`src/rtl/intc_pkg.sv`:
```
`timescale 1ns/1ps
package intc_pkg;
  localparam int BUS_W           = 32;
  localparam int ADDR_W          = 7;
  localparam int FIELD_W         = 4;
  localparam int FIELDS_PER_WORD = BUS_W / FIELD_W;

  // word indices (byte offset / 4) in the lower window
  localparam logic [3:0] W_ENABLE = 4'd5;
  localparam logic [3:0] W_UNMASK = 4'd6;
  localparam logic [3:0] W_MASK   = 4'd7;
  localparam logic [3:0] W_RAW    = 4'd8;
  localparam logic [3:0] W_PEND   = 4'd9;
  localparam logic [3:0] W_ACK    = 4'd10;

  typedef enum logic [2:0] {
    SNS_RISE = 3'd0,
    SNS_FALL = 3'd1,
    SNS_HIGH = 3'd2,
    SNS_LOW  = 3'd3,
    SNS_BOTH = 3'd4
  } sense_kind_e;

  // event decision for one pin; bit 3 (async flag) uses the same detector
  function automatic logic sense_hit(input logic [FIELD_W-1:0] code,
                                     input logic cur, input logic prev);
    logic hit;
    case (code[2:0])
      SNS_RISE: hit = cur & ~prev;
      SNS_FALL: hit = ~cur & prev;
      SNS_HIGH: hit = cur;
      SNS_LOW:  hit = ~cur;
      SNS_BOTH: hit = cur ^ prev;
      default:  hit = 1'b0;
    endcase
    return hit;
  endfunction

  function automatic logic is_edge_code(input logic [FIELD_W-1:0] code);
    return (code[2:0] == SNS_RISE) || (code[2:0] == SNS_FALL) ||
           (code[2:0] == SNS_BOTH);
  endfunction
endpackage

```
`src/rtl/intc_sync.sv`:
```
`timescale 1ns/1ps
module intc_sync #(
  parameter int WIDTH  = 32,
  parameter int STAGES = 2
) (
  input  logic             clk,
  input  logic             rst_n,
  input  logic [WIDTH-1:0] d,
  output logic [WIDTH-1:0] q
);
  logic [WIDTH-1:0] stage_q [STAGES];

  always_ff @(posedge clk) begin
    if (!rst_n) begin
      for (int s = 0; s < STAGES; s++) stage_q[s] <= '0;
    end else begin
      stage_q[0] <= d;
      for (int s = 1; s < STAGES; s++) stage_q[s] <= stage_q[s-1];
    end
  end

  assign q = stage_q[STAGES-1];
endmodule

```
`src/rtl/intc_detect.sv`:
```
`timescale 1ns/1ps
module intc_detect
  import intc_pkg::*;
#(
  parameter int PINS = 32
) (
  input  logic                    clk,
  input  logic                    rst_n,
  input  logic [PINS-1:0]         cur,
  input  logic [FIELD_W*PINS-1:0] sense,
  output logic [PINS-1:0]         evt
);
  logic [PINS-1:0] prev_q;

  always_ff @(posedge clk) begin
    if (!rst_n) prev_q <= '0;
    else        prev_q <= cur;
  end

  for (genvar g = 0; g < PINS; g++) begin : g_pin
    logic [FIELD_W-1:0] code;
    assign code   = sense[FIELD_W*g +: FIELD_W];
    assign evt[g] = sense_hit(code, cur[g], prev_q[g]);

    assert_edge_needs_change_R3: assert property (@(posedge clk) disable iff (!rst_n)
      (evt[g] && is_edge_code(code)) |-> (cur[g] != prev_q[g]));

    assert_bad_code_quiet_R4: assert property (@(posedge clk) disable iff (!rst_n)
      (code[2:0] > 3'd4) |-> !evt[g]);
  end
endmodule

```
`src/rtl/intc_regfile.sv`:
```
`timescale 1ns/1ps
module intc_regfile
  import intc_pkg::*;
#(
  parameter int PINS = 32
) (
  input  logic                    clk,
  input  logic                    rst_n,
  input  logic                    bus_valid,
  input  logic                    bus_write,
  input  logic [ADDR_W-1:0]       bus_addr,
  input  logic [BUS_W-1:0]        bus_wdata,
  output logic [BUS_W-1:0]        bus_rdata,
  input  logic [PINS-1:0]         evt,
  output logic [FIELD_W*PINS-1:0] sense,
  output logic [PINS-1:0]         unmask,
  output logic [PINS-1:0]         raw,
  output logic [PINS-1:0]         masked
);
  localparam int SREGS = PINS / FIELDS_PER_WORD;

  logic       wr_acc, rd_acc, hi_win;
  logic [3:0] word;
  logic       addr_unused;

  assign wr_acc      = bus_valid & bus_write;
  assign rd_acc      = bus_valid & ~bus_write;
  assign hi_win      = bus_addr[ADDR_W-1];
  assign word        = bus_addr[5:2];
  assign addr_unused = ^bus_addr[1:0];

  logic [PINS-1:0] en_q, unmask_q, raw_q;
  logic [FIELD_W*PINS-1:0] sense_q;
  logic [PINS-1:0] unmask_set, unmask_clr, ack_vec, cap_vec;

  function automatic logic [PINS-1:0] strobe(input logic hit, input logic [BUS_W-1:0] data);
    return hit ? data[PINS-1:0] : '0;
  endfunction

  assign unmask_set = strobe(wr_acc && !hi_win && word == W_UNMASK, bus_wdata);
  assign unmask_clr = strobe(wr_acc && !hi_win && word == W_MASK,   bus_wdata);
  assign ack_vec    = strobe(wr_acc && !hi_win && word == W_ACK,    bus_wdata);
  assign cap_vec    = evt & en_q;

  always_ff @(posedge clk) begin
    if (!rst_n) begin
      en_q     <= '0;
      unmask_q <= '0;
      raw_q    <= '0;
      sense_q  <= '0;
    end else begin
      if (wr_acc && !hi_win && word == W_ENABLE) en_q <= bus_wdata[PINS-1:0];
      unmask_q <= (unmask_q | unmask_set) & ~unmask_clr;
      raw_q    <= (raw_q & ~ack_vec) | cap_vec;
      if (wr_acc && hi_win) begin
        for (int k = 0; k < SREGS; k++) begin
          if (word == k[3:0]) sense_q[BUS_W*k +: BUS_W] <= bus_wdata;
        end
      end
    end
  end

  always_comb begin
    bus_rdata = '0;
    if (rd_acc) begin
      if (hi_win) begin
        for (int k = 0; k < SREGS; k++) begin
          if (word == k[3:0]) bus_rdata = sense_q[BUS_W*k +: BUS_W];
        end
      end else begin
        case (word)
          W_ENABLE: bus_rdata[PINS-1:0] = en_q;
          W_UNMASK: bus_rdata[PINS-1:0] = unmask_q;
          W_RAW:    bus_rdata[PINS-1:0] = raw_q;
          W_PEND:   bus_rdata[PINS-1:0] = raw_q & unmask_q;
          default:  bus_rdata = '0;
        endcase
      end
    end
  end

  assign sense  = sense_q;
  assign unmask = unmask_q;
  assign raw    = raw_q;
  assign masked = raw_q & unmask_q;

  assert_ack_clears_R8: assert property (@(posedge clk) disable iff (!rst_n)
    (ack_vec != '0) |=> ((raw_q & $past(ack_vec & ~cap_vec)) == '0));

  assert_ack_loses_to_capture_R8: assert property (@(posedge clk) disable iff (!rst_n)
    ((ack_vec & cap_vec) != '0) |=> ((raw_q & $past(ack_vec & cap_vec)) == $past(ack_vec & cap_vec)));

  assert_mask_strobe_R6: assert property (@(posedge clk) disable iff (!rst_n)
    (unmask_clr != '0) |=> ((unmask_q & $past(unmask_clr)) == '0));

  assert_unmask_strobe_R6: assert property (@(posedge clk) disable iff (!rst_n)
    (unmask_set != '0) |=> ((~unmask_q & $past(unmask_set)) == '0));

  assert_disabled_no_capture_R5: assert property (@(posedge clk) disable iff (!rst_n)
    ((evt & ~en_q) != '0) |=> ((raw_q & ~$past(raw_q) & $past(evt & ~en_q)) == '0));
endmodule

```
`src/rtl/intc_sense_unit.sv`:
```
`timescale 1ns/1ps
module intc_sense_unit
  import intc_pkg::*;
#(
  parameter int PINS        = 32,
  parameter int SYNC_STAGES = 2
) (
  input  logic               clk,
  input  logic               rst_n,
  input  logic [PINS-1:0]    pin_in,
  input  logic               bus_valid,
  input  logic               bus_write,
  input  logic [ADDR_W-1:0]  bus_addr,
  input  logic [BUS_W-1:0]   bus_wdata,
  output logic [BUS_W-1:0]   bus_rdata,
  output logic               irq_lo,
  output logic               irq_hi
);
  localparam int HALF  = PINS / 2;
  localparam int BANKS = 2;

  logic [PINS-1:0]         pin_sync, evt, unmask, raw, masked;
  logic [FIELD_W*PINS-1:0] sense;
  logic [BANKS-1:0]        irq_vec;

  intc_sync #(.WIDTH(PINS), .STAGES(SYNC_STAGES)) u_sync (
    .clk(clk), .rst_n(rst_n), .d(pin_in), .q(pin_sync));

  intc_detect #(.PINS(PINS)) u_detect (
    .clk(clk), .rst_n(rst_n), .cur(pin_sync), .sense(sense), .evt(evt));

  intc_regfile #(.PINS(PINS)) u_regs (
    .clk(clk), .rst_n(rst_n),
    .bus_valid(bus_valid), .bus_write(bus_write), .bus_addr(bus_addr),
    .bus_wdata(bus_wdata), .bus_rdata(bus_rdata),
    .evt(evt), .sense(sense), .unmask(unmask), .raw(raw), .masked(masked));

  for (genvar b = 0; b < BANKS; b++) begin : g_bank
    assign irq_vec[b] = |masked[b*HALF +: HALF];
  end

  assign irq_lo = irq_vec[0];
  assign irq_hi = irq_vec[1];

  assert_irq_lo_source_R9: assert property (@(posedge clk) disable iff (!rst_n)
    irq_lo |-> ((unmask[HALF-1:0] != '0) && (raw[HALF-1:0] != '0)));

  assert_irq_hi_source_R9: assert property (@(posedge clk) disable iff (!rst_n)
    irq_hi |-> ((unmask[PINS-1:HALF] != '0) && (raw[PINS-1:HALF] != '0)));
endmodule

```
`config.mk`:
```
export PLATFORM = sky130hd
export DESIGN_NAME = intc_sense_unit
export DESIGN_NICKNAME = d
export VERILOG_FILES = /design/src/rtl/intc_pkg.sv /design/src/rtl/intc_sync.sv /design/src/rtl/intc_detect.sv /design/src/rtl/intc_regfile.sv /design/src/rtl/intc_sense_unit.sv
export SDC_FILE = /design/constraint.sdc
export NUM_CORES = 1
export LEC_CHECK = 0
export ABC_CLOCK_PERIOD_IN_PS = 1500
export BUFFER_PORTS_ARGS = -buffer_cell sky130_fd_sc_hd__buf_2
export CORE_MARGIN = 3
export CORE_UTILIZATION = 35
export CTS_CLUSTER_DIAMETER = 60
export CTS_CLUSTER_SIZE = 30
export DETAILED_ROUTE_END_ITERATION = 10
export PLACE_DENSITY = 0.62
export SLEW_MARGIN = 25
export SYNTH_ARGS = -nofsm -noshare
export SYNTH_HDL_FRONTEND = slang
export SYNTH_SLANG_ARGS = --single-unit
```
`constraint.sdc`:
```
create_clock -name clk -period 1.5 [get_ports clk]
set_clock_uncertainty 0.2 [all_clocks]
set_input_delay 0.075 -clock clk [delete_from_list [all_inputs] [get_ports clk]]
set_output_delay 0.075 -clock clk [all_outputs]
set_load 0.03 [all_outputs]
```
==> flow_metrics.tcl <==
set metrics [dict create \
    ant_nets 0 \
    antenna_found_initial 3 \
    status "finished, violations left" \
    initial_core_util_pct 35.5 \
    die_y_um 216 \
    row_count 76 \
    cap_violations 0 \
    fmax_mhz 479 \
    synth-seq-cells 320 \
    area_delta_synth_final_pct 44.2 \
    layout-drive-gt1-share_pct 31.1 \
    rsz0062_at_grt "yes" \
    crit_path_start "u_regs.unmask[25]" \
    end_kind "primary output" \
    synth_compound_gate_area_share_pct 24.7 \
    cts_tree "built" \
    cts_sinks 320 \
    overflow 0 \
    cp_max_fo 4 \
    first_pass_iters 6 \
    yosysWarningCount 0 \
    ios 109 \
    grt_pass1_wl_mm 86.9 \
    synth-xor-area-share_pct 0 \
    cp_data_required_time_ps 1220 \
    gr-usage-all-layers_pct 23.8 \
    drt-initial-drc-count 1480 \
    fin_ws_ps -588 \
    yosysTopAreaCell "dfxtp_1" \
    yosysSeqAreaShare_pct 41.7 \
    leakage_nw 8.07 \
    place.gp.congestion 0.887 \
    synth-edff-count 0 \
    utilization_pct 51.2 \
    r2r_start "u_regs.sense[17]" \
    yosysTopAreaCellShare_pct 41.7 \
    arrival_ps 1810 \
    ys_types 42 \
    tightest_slew_ps 844 \
    netlist_instances 1933 \
    slew_violations 0 \
    clk_latency_ps 560 \
    finalPower_mw 19.7 \
    htreeDepth 2 \
    synth_area_per_cell_um2 7.95 \
    dieArea_um2 46500 \
    die_x_um 216 \
    min_path_type "in2reg" \
    power_per_cell_area_nw_per_um2 891 \
    startpoint_type "register" \
    grt_pass1_vias 15224 \
    placed_cells 2683 \
    synth.most_common_cell "nand2_1" \
    synth-main-ff-cell "dfxtp_1" \
    viasPerCell 5.44 \
    core_area_um2 43300 \
    dp_hpwl_mm 37.9 \
    hp-start "bus_valid" \
    period_needed_ps 2090 \
    violations "negative setup slack" \
    synth_top_family_by_area "compound AO/OA/AOI/OAI gates" \
    root_buffer "clkbuf_16" \
    max-slew-margin-rel_pct 43.5 \
    async_reset_ff_share_pct 0 \
    setup_viol 67 \
    syn-cell-area_um2 15400 \
    netlist_top_cells_count "nand2_1 (418), dfxtp_1 (320), a21oi_1 (224)" \
    fill_cells 3999 \
    clkTransAtPathRegs_ps 80 \
    synthMuxAreaShare_pct 2.08 \
    grt_max_degree 82 \
    wire_per_inst_um 20.4 \
    port_buffers 106 \
    nets 2379 \
    drc 0 \
    setup_tns_ps -22270 \
    critPathKind "reg2out" \
    fin_cells 2852 \
    synth_nets 2072 \
    yosys.area_share.simple_pct 19.4 \
    numCtsBuffers 34 \
    synthTopCellsByArea "dfxtp_1 (42%), nand2_1 (10%), a21oi_1 (7.3%)" \
    vias 15511 \
    clk_path_buf_depth 3 \
    synth_adder_area_share_pct 5.21 \
    finalCritPeriodShare_pct 139 \
    peakVddDrop_mv 0.705 \
    finalWirelength_mm 58.2 \
    finalHoldViolations 0 \
]
what timing repair did:
item	CTS	global route
hold buffers	97	4
setup buffers	7	8
gates resized for setup	259	147
pin swaps	114	93
cloned	0	1
endpoints found under the setup margin	52	98
endpoints found under the hold margin	319	63
through the flow:
stage / setup WS (ps) / area [um2] / hold slack [ps]
after floorplan: -78.3 / 16000 / 2.29
after global placement: -378 / 18600 / 79.4
after detailed placement: -412 / 18600 / 84.4
after CTS: -572 / 21600 / 79.8
after global routing: -630 / 22200 / 107
final: -588 / 22200 / 104
per-layer routing:
layer / wire length [um] / vias to the layer above / global-route usage (%)
met3: 4680 / 136 / 4.29
li1: - / 7249 / -
met1: 23600 / 7532 / 30.4
met5: 7 / - / 0
met2: 27600 / 592 / 39.6
met4: 2260 / 2 / 10.0
state kept, by name (all words and copies together), names as in the netlist:
name,flops
u_detect.prev_q,32
u_regs.en_q,32
u_regs.raw,32
u_regs.sense,128
u_regs.unmask,32
u_sync.stage_q,64
path summary, 6_finish.rpt:
| kind | to | slack [ps] | cells after the start |
|---|---|---|---|
| setup / recovery | irq_hi | -590 | 4 |
| hold / removal | u_regs.sense[110] | 100 | 7 |
| setup reg to reg | u_regs.raw[4] | -30 | 6 |
| hold reg to reg | u_sync.stage_q[0][34] | 230 | 1 |
where the power goes:
part | switching [mW] | total [mW] | leakage [nW] | internal (mW)
Combinational | 1.13 | 1.95 | 4.83 | 0.823
Clock | 3.97 | 9.12 | 0.573 | 5.15
Sequential | 0.0881 | 8.67 | 2.67 | 8.59
Total | 5.18 | 19.7 | 8.07 | 14.6
cell usage in the layout (no fill, tap or decap), types with 35 or more instances in the layout:
| cell | count |
|---|---|
| nand2_1 | 414 |
| buf_6 | 49 |
| nand3_1 | 35 |
| nor2_1 | 63 |
| dfxtp_1 | 181 |
| ha_1 | 44 |
| a21oi_1 | 209 |
| buf_4 | 180 |
| and2_1 | 90 |
| dlygate4sd3_1 | 100 |
| dfxtp_2 | 113 |
| inv_1 | 74 |
| clkbuf_16 | 36 |
| buf_2 | 69 |
critical path, cell delays in order (launching register included):
cell and delay, ps:
dfxtp_2 350, a22o_1 250, a221oi_2 240, nand4_1 220
buf_6 200
kinds of logic (layout without fill, tap and decap cells):
kind of cell	count (synthesis)	count (layout)
muxes	32	32
other	0	2
AOI/OAI and AO/OA	592	592
DFF	320	320
and+or+nand+nor	670	670
buffers and inverters	255	587
adders and majority gates	64	64
final cells by class:
cell class / instances / area [um2] / share of cell area, %
Sequential cell: 320 / 6650 / 30.0
Timing Repair Buffer: 429 / 3870 / 17.5
Multi-Input combinational cell: 1358 / 9330 / 42.1
Clock buffer: 38 / 897 / 4.05
Tap cell: 585 / 732 / 3.30
Clock inverter: 23 / 298 / 1.34
Antenna cell: 2 / 5.00 / 0.0226
Inverter: 97 / 377 / 1.70
No activity file was read; power rests on OpenSTA's default activity.
